File: config.mk
export PLATFORM = sky130hd
export DESIGN_NAME = frac_skip_adder
export DESIGN_NICKNAME = d
export VERILOG_FILES = /design/src/rtl/fsa_pkg.sv /design/src/rtl/fsa_classify.sv /design/src/rtl/fsa_group.sv /design/src/rtl/fsa_chain.sv /design/src/rtl/frac_skip_adder.sv
export SDC_FILE = /design/constraint.sdc
export NUM_CORES = 1
export LEC_CHECK = 0
export BUFFER_PORTS_ARGS = -buffer_cell sky130_fd_sc_hd__buf_2
export CAP_MARGIN = 30
export CORE_AREA = 2 2 114 161
export CTS_CLUSTER_DIAMETER = 120
export CTS_CLUSTER_SIZE = 14
export DETAILED_ROUTE_END_ITERATION = 16
export DIE_AREA = 0 0 116 163
export PLACE_DENSITY = 0.88
export SLEW_MARGIN = 0
export SYNTH_ARGS = -nofsm -noshare
export SYNTH_HDL_FRONTEND = slang
export SYNTH_SLANG_ARGS = --single-unit
export TNS_END_PERCENT = 50
File: constraint.sdc
create_clock -name clk -period 15.3 [get_ports clk]
set_clock_uncertainty 0.1 [all_clocks]
set_input_delay 0 -clock clk [delete_from_list [all_inputs] [get_ports clk]]
set_output_delay 0 -clock clk [all_outputs]
set_load 0.05 [all_outputs]
File: src/rtl/fsa_pkg.sv
package fsa_pkg;

  typedef enum logic [1:0] {
    BC_KILL = 2'b00,
    BC_PROP = 2'b01,
    BC_GEN  = 2'b10
  } bit_class_e;

  function automatic bit_class_e classify(input logic a, input logic b);
    bit_class_e cls;
    if (a && b)       cls = BC_GEN;
    else if (a ^ b)   cls = BC_PROP;
    else              cls = BC_KILL;
    return cls;
  endfunction

endpackage

File: src/rtl/fsa_classify.sv
module fsa_classify #(
  parameter int W = 8
) (
  input  logic [W-1:0] a_i,
  input  logic [W-1:0] b_i,
  output logic [W-1:0] gen_o,
  output logic [W-1:0] prop_o
);
  import fsa_pkg::*;

  for (genvar i = 0; i < W; i++) begin : g_bit
    bit_class_e cls;
    assign cls       = classify(a_i[i], b_i[i]);
    assign gen_o[i]  = (cls == BC_GEN);
    assign prop_o[i] = (cls == BC_PROP);
  end

endmodule

File: src/rtl/fsa_group.sv
module fsa_group #(
  parameter int GW = 4
) (
  input  logic [GW-1:0] gen_i,
  input  logic [GW-1:0] prop_i,
  input  logic          cin_i,
  output logic [GW-1:0] sum_o,
  output logic          cout_o
);
  logic [GW:0] chain;
  logic        skip;

  always_comb begin
    chain[0] = cin_i;
    for (int i = 0; i < GW; i++) begin
      chain[i+1] = gen_i[i] | (prop_i[i] & chain[i]);
    end
  end

  assign sum_o  = prop_i ^ chain[GW-1:0];
  assign skip   = &prop_i;
  assign cout_o = skip ? cin_i : chain[GW];

endmodule

File: src/rtl/fsa_chain.sv
module fsa_chain #(
  parameter int NG = 4,
  parameter int GW = 4
) (
  input  logic [NG*GW-1:0] a_i,
  input  logic [NG*GW-1:0] b_i,
  input  logic             cin_i,
  output logic [NG*GW-1:0] sum_o,
  output logic             cout_o
);
  localparam int W = NG * GW;

  logic [W-1:0] gen;
  logic [W-1:0] prop;
  logic [NG:0]  gcarry;

  fsa_classify #(.W(W)) u_cls (
    .a_i    (a_i),
    .b_i    (b_i),
    .gen_o  (gen),
    .prop_o (prop)
  );

  assign gcarry[0] = cin_i;

  for (genvar g = 0; g < NG; g++) begin : g_grp
    fsa_group #(.GW(GW)) u_grp (
      .gen_i  (gen[g*GW +: GW]),
      .prop_i (prop[g*GW +: GW]),
      .cin_i  (gcarry[g]),
      .sum_o  (sum_o[g*GW +: GW]),
      .cout_o (gcarry[g+1])
    );
  end

  assign cout_o = gcarry[NG];

endmodule

File: src/rtl/frac_skip_adder.sv
module frac_skip_adder #(
  parameter int OPW = 69,
  parameter int GW  = 4
) (
  input  logic           clk,
  input  logic           rst_n,
  input  logic           start_i,
  input  logic           sub_i,
  input  logic           zero_a_i,
  input  logic [OPW-1:0] bus_a_i,
  input  logic [OPW-1:0] breg_i,
  output logic           busy_o,
  output logic           valid_o,
  output logic [OPW:0]   sum_o
);
  localparam int SW   = OPW + 1;
  localparam int NGRP = (SW + GW - 1) / GW;
  localparam int PW   = NGRP * GW;
  localparam int LG   = NGRP / 2;
  localparam int UG   = NGRP - LG;
  localparam int LW   = LG * GW;
  localparam int UW   = UG * GW;

  // reset synchroniser
  logic [1:0] rst_pipe;
  logic       rst_ns;

  always_ff @(posedge clk or negedge rst_n) begin
    if (!rst_n) rst_pipe <= 2'b00;
    else        rst_pipe <= {rst_pipe[0], 1'b1};
  end
  assign rst_ns = rst_pipe[1];

  // stage 1: operand conditioning and lower groups
  logic          accept;
  logic [PW-1:0] a_eff;
  logic [PW-1:0] b_eff;
  logic [LW-1:0] lo_sum;
  logic          lo_cout;

  logic          s1_vld_q, s1_vld_d;
  logic [UW-1:0] s1_hi_a_q, s1_hi_a_d;
  logic [UW-1:0] s1_hi_b_q, s1_hi_b_d;
  logic [LW-1:0] s1_lo_q,   s1_lo_d;
  logic          s1_c_q,    s1_c_d;

  assign accept = start_i & ~s1_vld_q;

  always_comb begin
    a_eff = '0;
    b_eff = '0;
    a_eff[OPW-1:0] = zero_a_i ? '0 : bus_a_i;
    b_eff[OPW-1:0] = sub_i ? ~breg_i : breg_i;
  end

  fsa_chain #(.NG(LG), .GW(GW)) u_lo (
    .a_i    (a_eff[LW-1:0]),
    .b_i    (b_eff[LW-1:0]),
    .cin_i  (sub_i),
    .sum_o  (lo_sum),
    .cout_o (lo_cout)
  );

  always_comb begin
    s1_vld_d  = accept;
    s1_hi_a_d = s1_hi_a_q;
    s1_hi_b_d = s1_hi_b_q;
    s1_lo_d   = s1_lo_q;
    s1_c_d    = s1_c_q;
    if (accept) begin
      s1_hi_a_d = a_eff[PW-1:LW];
      s1_hi_b_d = b_eff[PW-1:LW];
      s1_lo_d   = lo_sum;
      s1_c_d    = lo_cout;
    end
  end

  always_ff @(posedge clk or negedge rst_ns) begin
    if (!rst_ns) begin
      s1_vld_q  <= 1'b0;
      s1_hi_a_q <= '0;
      s1_hi_b_q <= '0;
      s1_lo_q   <= '0;
      s1_c_q    <= 1'b0;
    end else begin
      s1_vld_q  <= s1_vld_d;
      s1_hi_a_q <= s1_hi_a_d;
      s1_hi_b_q <= s1_hi_b_d;
      s1_lo_q   <= s1_lo_d;
      s1_c_q    <= s1_c_d;
    end
  end

  // stage 2: upper groups and sum register
  logic [UW-1:0] hi_sum;
  logic          hi_cout;
  logic [PW-1:0] full_sum;
  logic [SW-1:0] sum_q, sum_d;
  logic          vld_q, vld_d;
  logic          unused_bits;

  fsa_chain #(.NG(UG), .GW(GW)) u_hi (
    .a_i    (s1_hi_a_q),
    .b_i    (s1_hi_b_q),
    .cin_i  (s1_c_q),
    .sum_o  (hi_sum),
    .cout_o (hi_cout)
  );

  assign full_sum    = {hi_sum, s1_lo_q};
  assign unused_bits = hi_cout ^ (^full_sum[PW-1:SW-1]);

  always_comb begin
    vld_d = s1_vld_q;
    sum_d = sum_q;
    if (s1_vld_q) sum_d = full_sum[SW-1:0];
  end

  always_ff @(posedge clk or negedge rst_ns) begin
    if (!rst_ns) begin
      sum_q <= '0;
      vld_q <= 1'b0;
    end else begin
      sum_q <= sum_d;
      vld_q <= vld_d;
    end
  end

  assign busy_o  = s1_vld_q;
  assign valid_o = vld_q;
  assign sum_o   = sum_q;

endmodule

==> results of run 1 <==
## area by class of cell
class                      instances  area, um^2  share of cell area (%)
multi-input combinational        632        5720                    42.0
inverter                          79         297                    2.18
sequential                       177        4440                    32.6
timing repair buffer             339        2240                    16.5
tap                              240         300                    2.21
antenna                            2        5.00                  0.0368
clock buffer                      20         447                    3.28
clock inverter                    12         158                    1.16
## timing repair
item | in CTS | in global routing
hold buffers | 73 | 0
pin swaps | 11 | 20
gates resized for setup | 24 | 41
hold endpoints to repair | 72 | 0
setup endpoints to repair | 5 | 7
buffers inserted | 21 | 6
## layout by cell type (no fill, tap or decap), drive strengths merged, types with 3 or more instances in the layout
cell type    synthesis  routed
o21ai              102     102
clkinvlp             0       3
bufinv               0       3
inv                 79      81
nand2b              67      67
dlygate4sd3          0      73
nand4               13      13
clkinv               0       4
and4                 4       4
xor2                37      37
or3                  3       3
xnor2               32      32
a21oi                5       5
buf                 11     266
nor3                 3       3
nand2              118     118
a31oi                3       3
fa                  68      68
nor2                15      15
mux2i                4       4
mux2                69      69
ha                  67      67
clkbuf              34      20
dfrtp              177     177
nor2b                4       4
## how the worst max path moves through the flow
stage | startpoint | end | slack (ps)
final | zero_a_i | s1_lo_q[35] | -200
after global routing | zero_a_i | s1_lo_q[35] | -510
after CTS | zero_a_i | s1_lo_q[35] | -40
after detailed placement | zero_a_i | s1_lo_q[35] | -790
after global placement | zero_a_i | s1_lo_q[35] | -300
after floorplan | sub_i | s1_lo_q[35] | 7
## cell families after synthesis
group	count (synthesis)
mux	73
simple gates	235
xor+xnor	69
other cells	1
buf+inv	124
compound gates	119
fa+ha+maj	135
flops	177
## per-layer routing
metal / GRT usage, % / vias up / routed length [um]
met5: 0 / - / 0
met4: 16.9 / 0 / 1360
met3: 5.10 / 107 / 1290
met2: 53.8 / 367 / 15700
met1: 33.0 / 3985 / 10100
li1: - / 3603 / -
## critical path, delay by kind of cell
family | cells | cell delay, ps
fa+ha+maj | 31 | 10880
buf+inv | 21 | 1980
simple gates | 13 | 1500
compound gates | 6 | 940
mux | 2 | 440
## power by group through the flow
| stage | sequential [mW] | clock (mW) | combinational (mW) |
|---|---|---|---|
| 6_report | 0.690 | 0.449 | 0.774 |
| 5_1_grt | 0.705 | 0.472 | 0.828 |
| 4_1_cts | 0.685 | 0.451 | 0.740 |
| 3_5_place_dp | 0.692 | 0 | 0.703 |
| 3_3_place_gp | 0.684 | 0 | 0.680 |
| 2_1_floorplan | 0.956 | 0 | 0.233 |
## stage by stage
stage	utilization, %	power [mW]
global placement	67.2	1.36
finish	77.5	1.91
CTS	76.3	1.88
detailed placement	67.4	1.39
global route	77.5	2.01
floorplan	-	1.19
## registers in the layout, summed over array words and instances (netlist names)
| name | count |
|---|---|
| s1_hi_b_q | 33 |
| s1_hi_a_q | 33 |
| s1_lo_q | 36 |
| rst_pipe | 2 |
| s1_c_q | 1 |
| valid_o | 1 |
| sum_o | 70 |
| busy_o | 1 |
==> run summary, run 1 <==
outcome: finished with violations
violated checks: negative setup slack
Placed Cells: 1366
Net Count, Synth: 1211
Hold Worst Slack: 8.33 ps
worst hold endpoint: s1_lo_q[22]
most used cell, CP: fa_2
post-route cell area: 0.0136 mm^2
clock share of power: 23.5%
post-synth top area cell: dfrtp_1
Worst Hold Launch: bus_a_i[22]
Sw Ratio: 41.5%
initial antenna violation count: 2
nets: 1524
Switching Power: 0.794 mW
share of cells above drive strength 1: 36.0%
synth cell count leaders: dfrtp_1, nand2_1, o21ai_0
detailed-router iteration count before antenna repair: 5
CP arrival: 15720 ps
reg2reg end: sum_o[68]
Max Cap Viol: 0
Setup TNS Final: -204 ps
RSZ-0062 raised after global routing: true
Avg Vias per Cell: 5.37
# clock sinks: 177
Fill cells: 1044
worst hold path depth: 4
Clock transition at path regs: 70 ps
Startpoint Class: input pin
final worst slack: -204 ps
via count: 8062
Max Clock Freq: 64.5 MHz
Worst R2R Start: s1_c_q
Post-Syn Instances: 933
Synth cell types: 42
Initial Util: 58.8%
Synth warnings: 0
Slew HR: 35.3%
number of remaining DRC errors: 0
mux cell area share after synthesis: 7.91%
R2R Setup Slk: 350 ps
Adder-Cell Fraction of Synth Area: 21.3%
worst hold path type: in2reg
most common cell in the netlist: dfrtp_1
global-route wire length before repair: 43.0 mm
static leakage: 6.72 nW
min cycle time layout: 15500 ps
complex-gate fraction of the synthesized area: 6.18%
DR iter-0 viols: 526
GPL Wtd Cong: 0.811
DP Area: 0.0118 mm^2
cts bufs inserted: 17
Worst Reg-to-Reg Cells: 51
PwrDens: 141 mW/mm^2
Die Y: 163 um
Max stage delay cell, worst path: fa_2
Die Footprint: 0.0189 mm^2
internal power: 1.12 mW
Synth async-reset ratio: 100%
largest family of logic cells by synthesized area: adder cells
post-synthesis simple-gate area fraction: 11.2%
Area growth, synth to finish: 31.7%
Crit path largest cell delay: 410 ps
number of synthesized flops with an enable pin: 0
GRT Util Overall: 29.9%
DRT Wirelength: 28.4 mm
part of the cycle the worst path needs: 101%
Logic pwr share: 40.5%
top cells by area, synth: dfrtp_1, fa_1, ha_1
largest net degree at the start of global routing: 106
CTS Root Cell: clkbuf_16
worst path required time: 15520 ps
vias in the first global route: 8741
number of routed nets with antenna violations: 0
grt ovf: 0
Synth top area share: 42.9%
Post-Syn Area: 0.0103 mm^2
ys flop type: dfrtp_1
TritonCTS clock tree: yes
kind of critical path: in2reg
CP endpoint kind: register
Layout Cells excl Fill: 1501
chip width: 116 um
Buffers on Ports: 214
Max clock buf depth: 2
Seq/Total Area, Yosys: 42.9%
Synth Area in XOR/XNOR: 5.85%
worst skew pair latency: 430 ps
H-Tree Depth: 4
maximum vdd drop: 0.0723 mV
sequential cell fraction of total power: 36.1%
core area: 0.0176 mm^2
Place WS: -792 ps
row count: 58
IO Pins: 215
endpoints failing hold: 0
Least-Margin Pin Slew: 971 ps
Yosys reg bits: 177
Routed WL per cell: 18.9 um
dpl hpwl: 17.1 mm
final setup vio count: 1
Avg Cell Area, Syn: 11.1 um^2
crit-path max FO: 3
final slew viol count: 0
(Power assumes the default switching activity.)
==> run 2, diff against run 1 <==
SKIP_LAST_GASP = 1   (was not set)
==> run 2 against run 1 <==
  * The run still ends with negative setup slack left
  * Wire length fell by 0.88%
  * Sequential power barely moved
  * Register-to-register slack about the same
  * Utilization up 0.071 points
  * Die area unchanged
==> run summary, run 2 (synthesis results as in run 1) <==
final worst slack: -99.7 ps
vias in the first global route: 8717
TritonCTS clock tree: yes
WP buf/inv: 4
Max Cap Viol: 0
part of the cycle the worst path needs: 101%
violated checks: negative setup slack
Clock transition at path regs: 70 ps
worst path required time: 15520 ps
global-route wire length before repair: 42.7 mm
core area: 0.0176 mm^2
Startpoint Class: input pin
Slew HR: 37.3%
PwrDens: 140 mW/mm^2
Largest delay share family, worst path: adder cells
number of remaining DRC errors: 0
most used cell, CP: fa_2
Least-Margin Pin Slew: 940 ps
Avg Vias per Cell: 5.33
DRT Wirelength: 28.1 mm
leading cell types in the layout, fill and taps excluded: buf_2, dfrtp_1, nand2_1, o21ai_0, dlygate4sd3_1
detailed-router iteration count before antenna repair: 5
largest net degree at the start of global routing: 106
GPL Wtd Cong: 0.811
min cycle time layout: 15400 ps
IO Pins: 215
DR iter-0 viols: 507
row count: 58
Max clock buf depth: 2
final setup vio count: 1
Pwr Total: 1.91 mW
Max stage delay cell, worst path: fa_2
Area growth, synth to finish: 31.8%
crit-path max FO: 3
GRT Util Overall: 29.8%
clock share of power: 23.5%
Die Footprint: 0.0189 mm^2
dpl hpwl: 17.1 mm
CP arrival: 15620 ps
post-route cell area: 0.0136 mm^2
Routed WL per cell: 18.7 um
cts bufs inserted: 17
endpoints failing hold: 0
static leakage: 6.72 nW
commonest non-fill, non-tap cell in the layout: buf_2
Placed Cells: 1366
Place WS: -792 ps
worst hold path type: in2reg
initial antenna violation count: 2
Logic pwr share: 40.4%
via count: 8014
Initial Util: 58.8%
Hold Worst Slack: 6.16 ps
Crit path largest cell delay: 420 ps
maximum vdd drop: 0.0806 mV
kind of critical path: in2reg
# clock sinks: 177
max reg flops: 70
DP Area: 0.0118 mm^2
Fill cells: 1053
nets: 1526
RSZ-0062 raised after global routing: true
Die Y: 163 um
final slew viol count: 0
Sw Ratio: 41.5%
grt ovf: 0
Buffers on Ports: 214
share of cells above drive strength 1: 35.8%
outcome: finished with violations
CTS Root Cell: clkbuf_16
H-Tree Depth: 4
Switching Power: 0.793 mW
number of routed nets with antenna violations: 0
Layout Cells excl Fill: 1503
CP endpoint kind: register
Max Clock Freq: 64.9 MHz
sequential cell fraction of total power: 36.1%
worst skew pair latency: 430 ps
internal power: 1.12 mW
chip width: 116 um
## run 2: cell types whose count changed in the layout (fill, tap and decap cells not counted), sizes merged
| cell | change |
|---|---|
| buf | -2 |
| dlygate4sd3 | +4 |
## run 2: path summary, 6_finish.rpt
path	start	endpoint	slack, ps	depth (start not counted)
setup / recovery	zero_a_i	s1_lo_q[35]	-100	60
hold / removal	bus_a_i[26]	s1_lo_q[26]	6	4
setup reg to reg	s1_c_q	sum_o[68]	360	51
hold reg to reg	rst_pipe[1]	sum_o[45]	130	0
max in group asynchronous	rst_pipe[1]	s1_hi_a_q[23]	13750	1
min in group asynchronous	rst_pipe[1]	sum_o[45]	130	0
## run 2: metal layers
metal | part of all wire [%] | GRT usage, % | vias up | wire (um)
li1 | - | - | 3605 | -
met4 | 5.3 | 17.3 | 0 | 1480
met3 | 4.1 | 4.99 | 117 | 1150
met5 | 0 | 0 | - | 0
met2 | 55 | 53.2 | 330 | 15500
met1 | 36 | 32.8 | 3962 | 10000
## run 2: cell type report
type	instances	area [um^2]	share of cell area, %
antenna	2	5.00	0.0368
clock buffer	20	447	3.28
sequential	177	4440	32.6
timing repair buffer	341	2260	16.6
multi-input combinational	632	5710	42.0
clock inverter	12	158	1.16
inverter	79	297	2.18
tap	240	300	2.21
## run 2: power groups by stage
stage               combinational [mW]  sequential, mW  clock [mW]
floorplan                        0.233           0.956           0
global placement                 0.680           0.684           0
detailed placement               0.703           0.692           0
CTS                              0.740           0.685       0.451
global route                     0.829           0.705       0.473
finish                           0.772           0.690       0.449
## run 2: worst reg2reg max path, delay by kind of cell (launching register included)
kind / cells / cell delay [ps]
multiplexers: 2 / 440
buffers and inverters: 3 / 210
AO/OA/AOI/OAI: 3 / 480
flip-flops: 1 / 410
AND/OR/NAND/NOR: 10 / 1020
adder cells (fa/ha/maj): 33 / 12200
## run 2: what timing repair did
action,4_1_cts,5_1_grt
endpoints found under the setup margin,5,8
gates resized for setup,15,47
hold endpoints to repair,74,0
hold buffers,77,0
pin swaps,11,22
setup buffers,21,6
## run 2: through the flow
| stage | utilization (%) | TNS, ps |
|---|---|---|
| 3_5_place_dp | 67.4 | -2100 |
| 3_3_place_gp | 67.2 | -355 |
| 4_1_cts | 76.4 | -276 |
| 5_1_grt | 77.5 | -771 |
| 6_report | 77.5 | -99.7 |
| 2_1_floorplan | - | 0 |
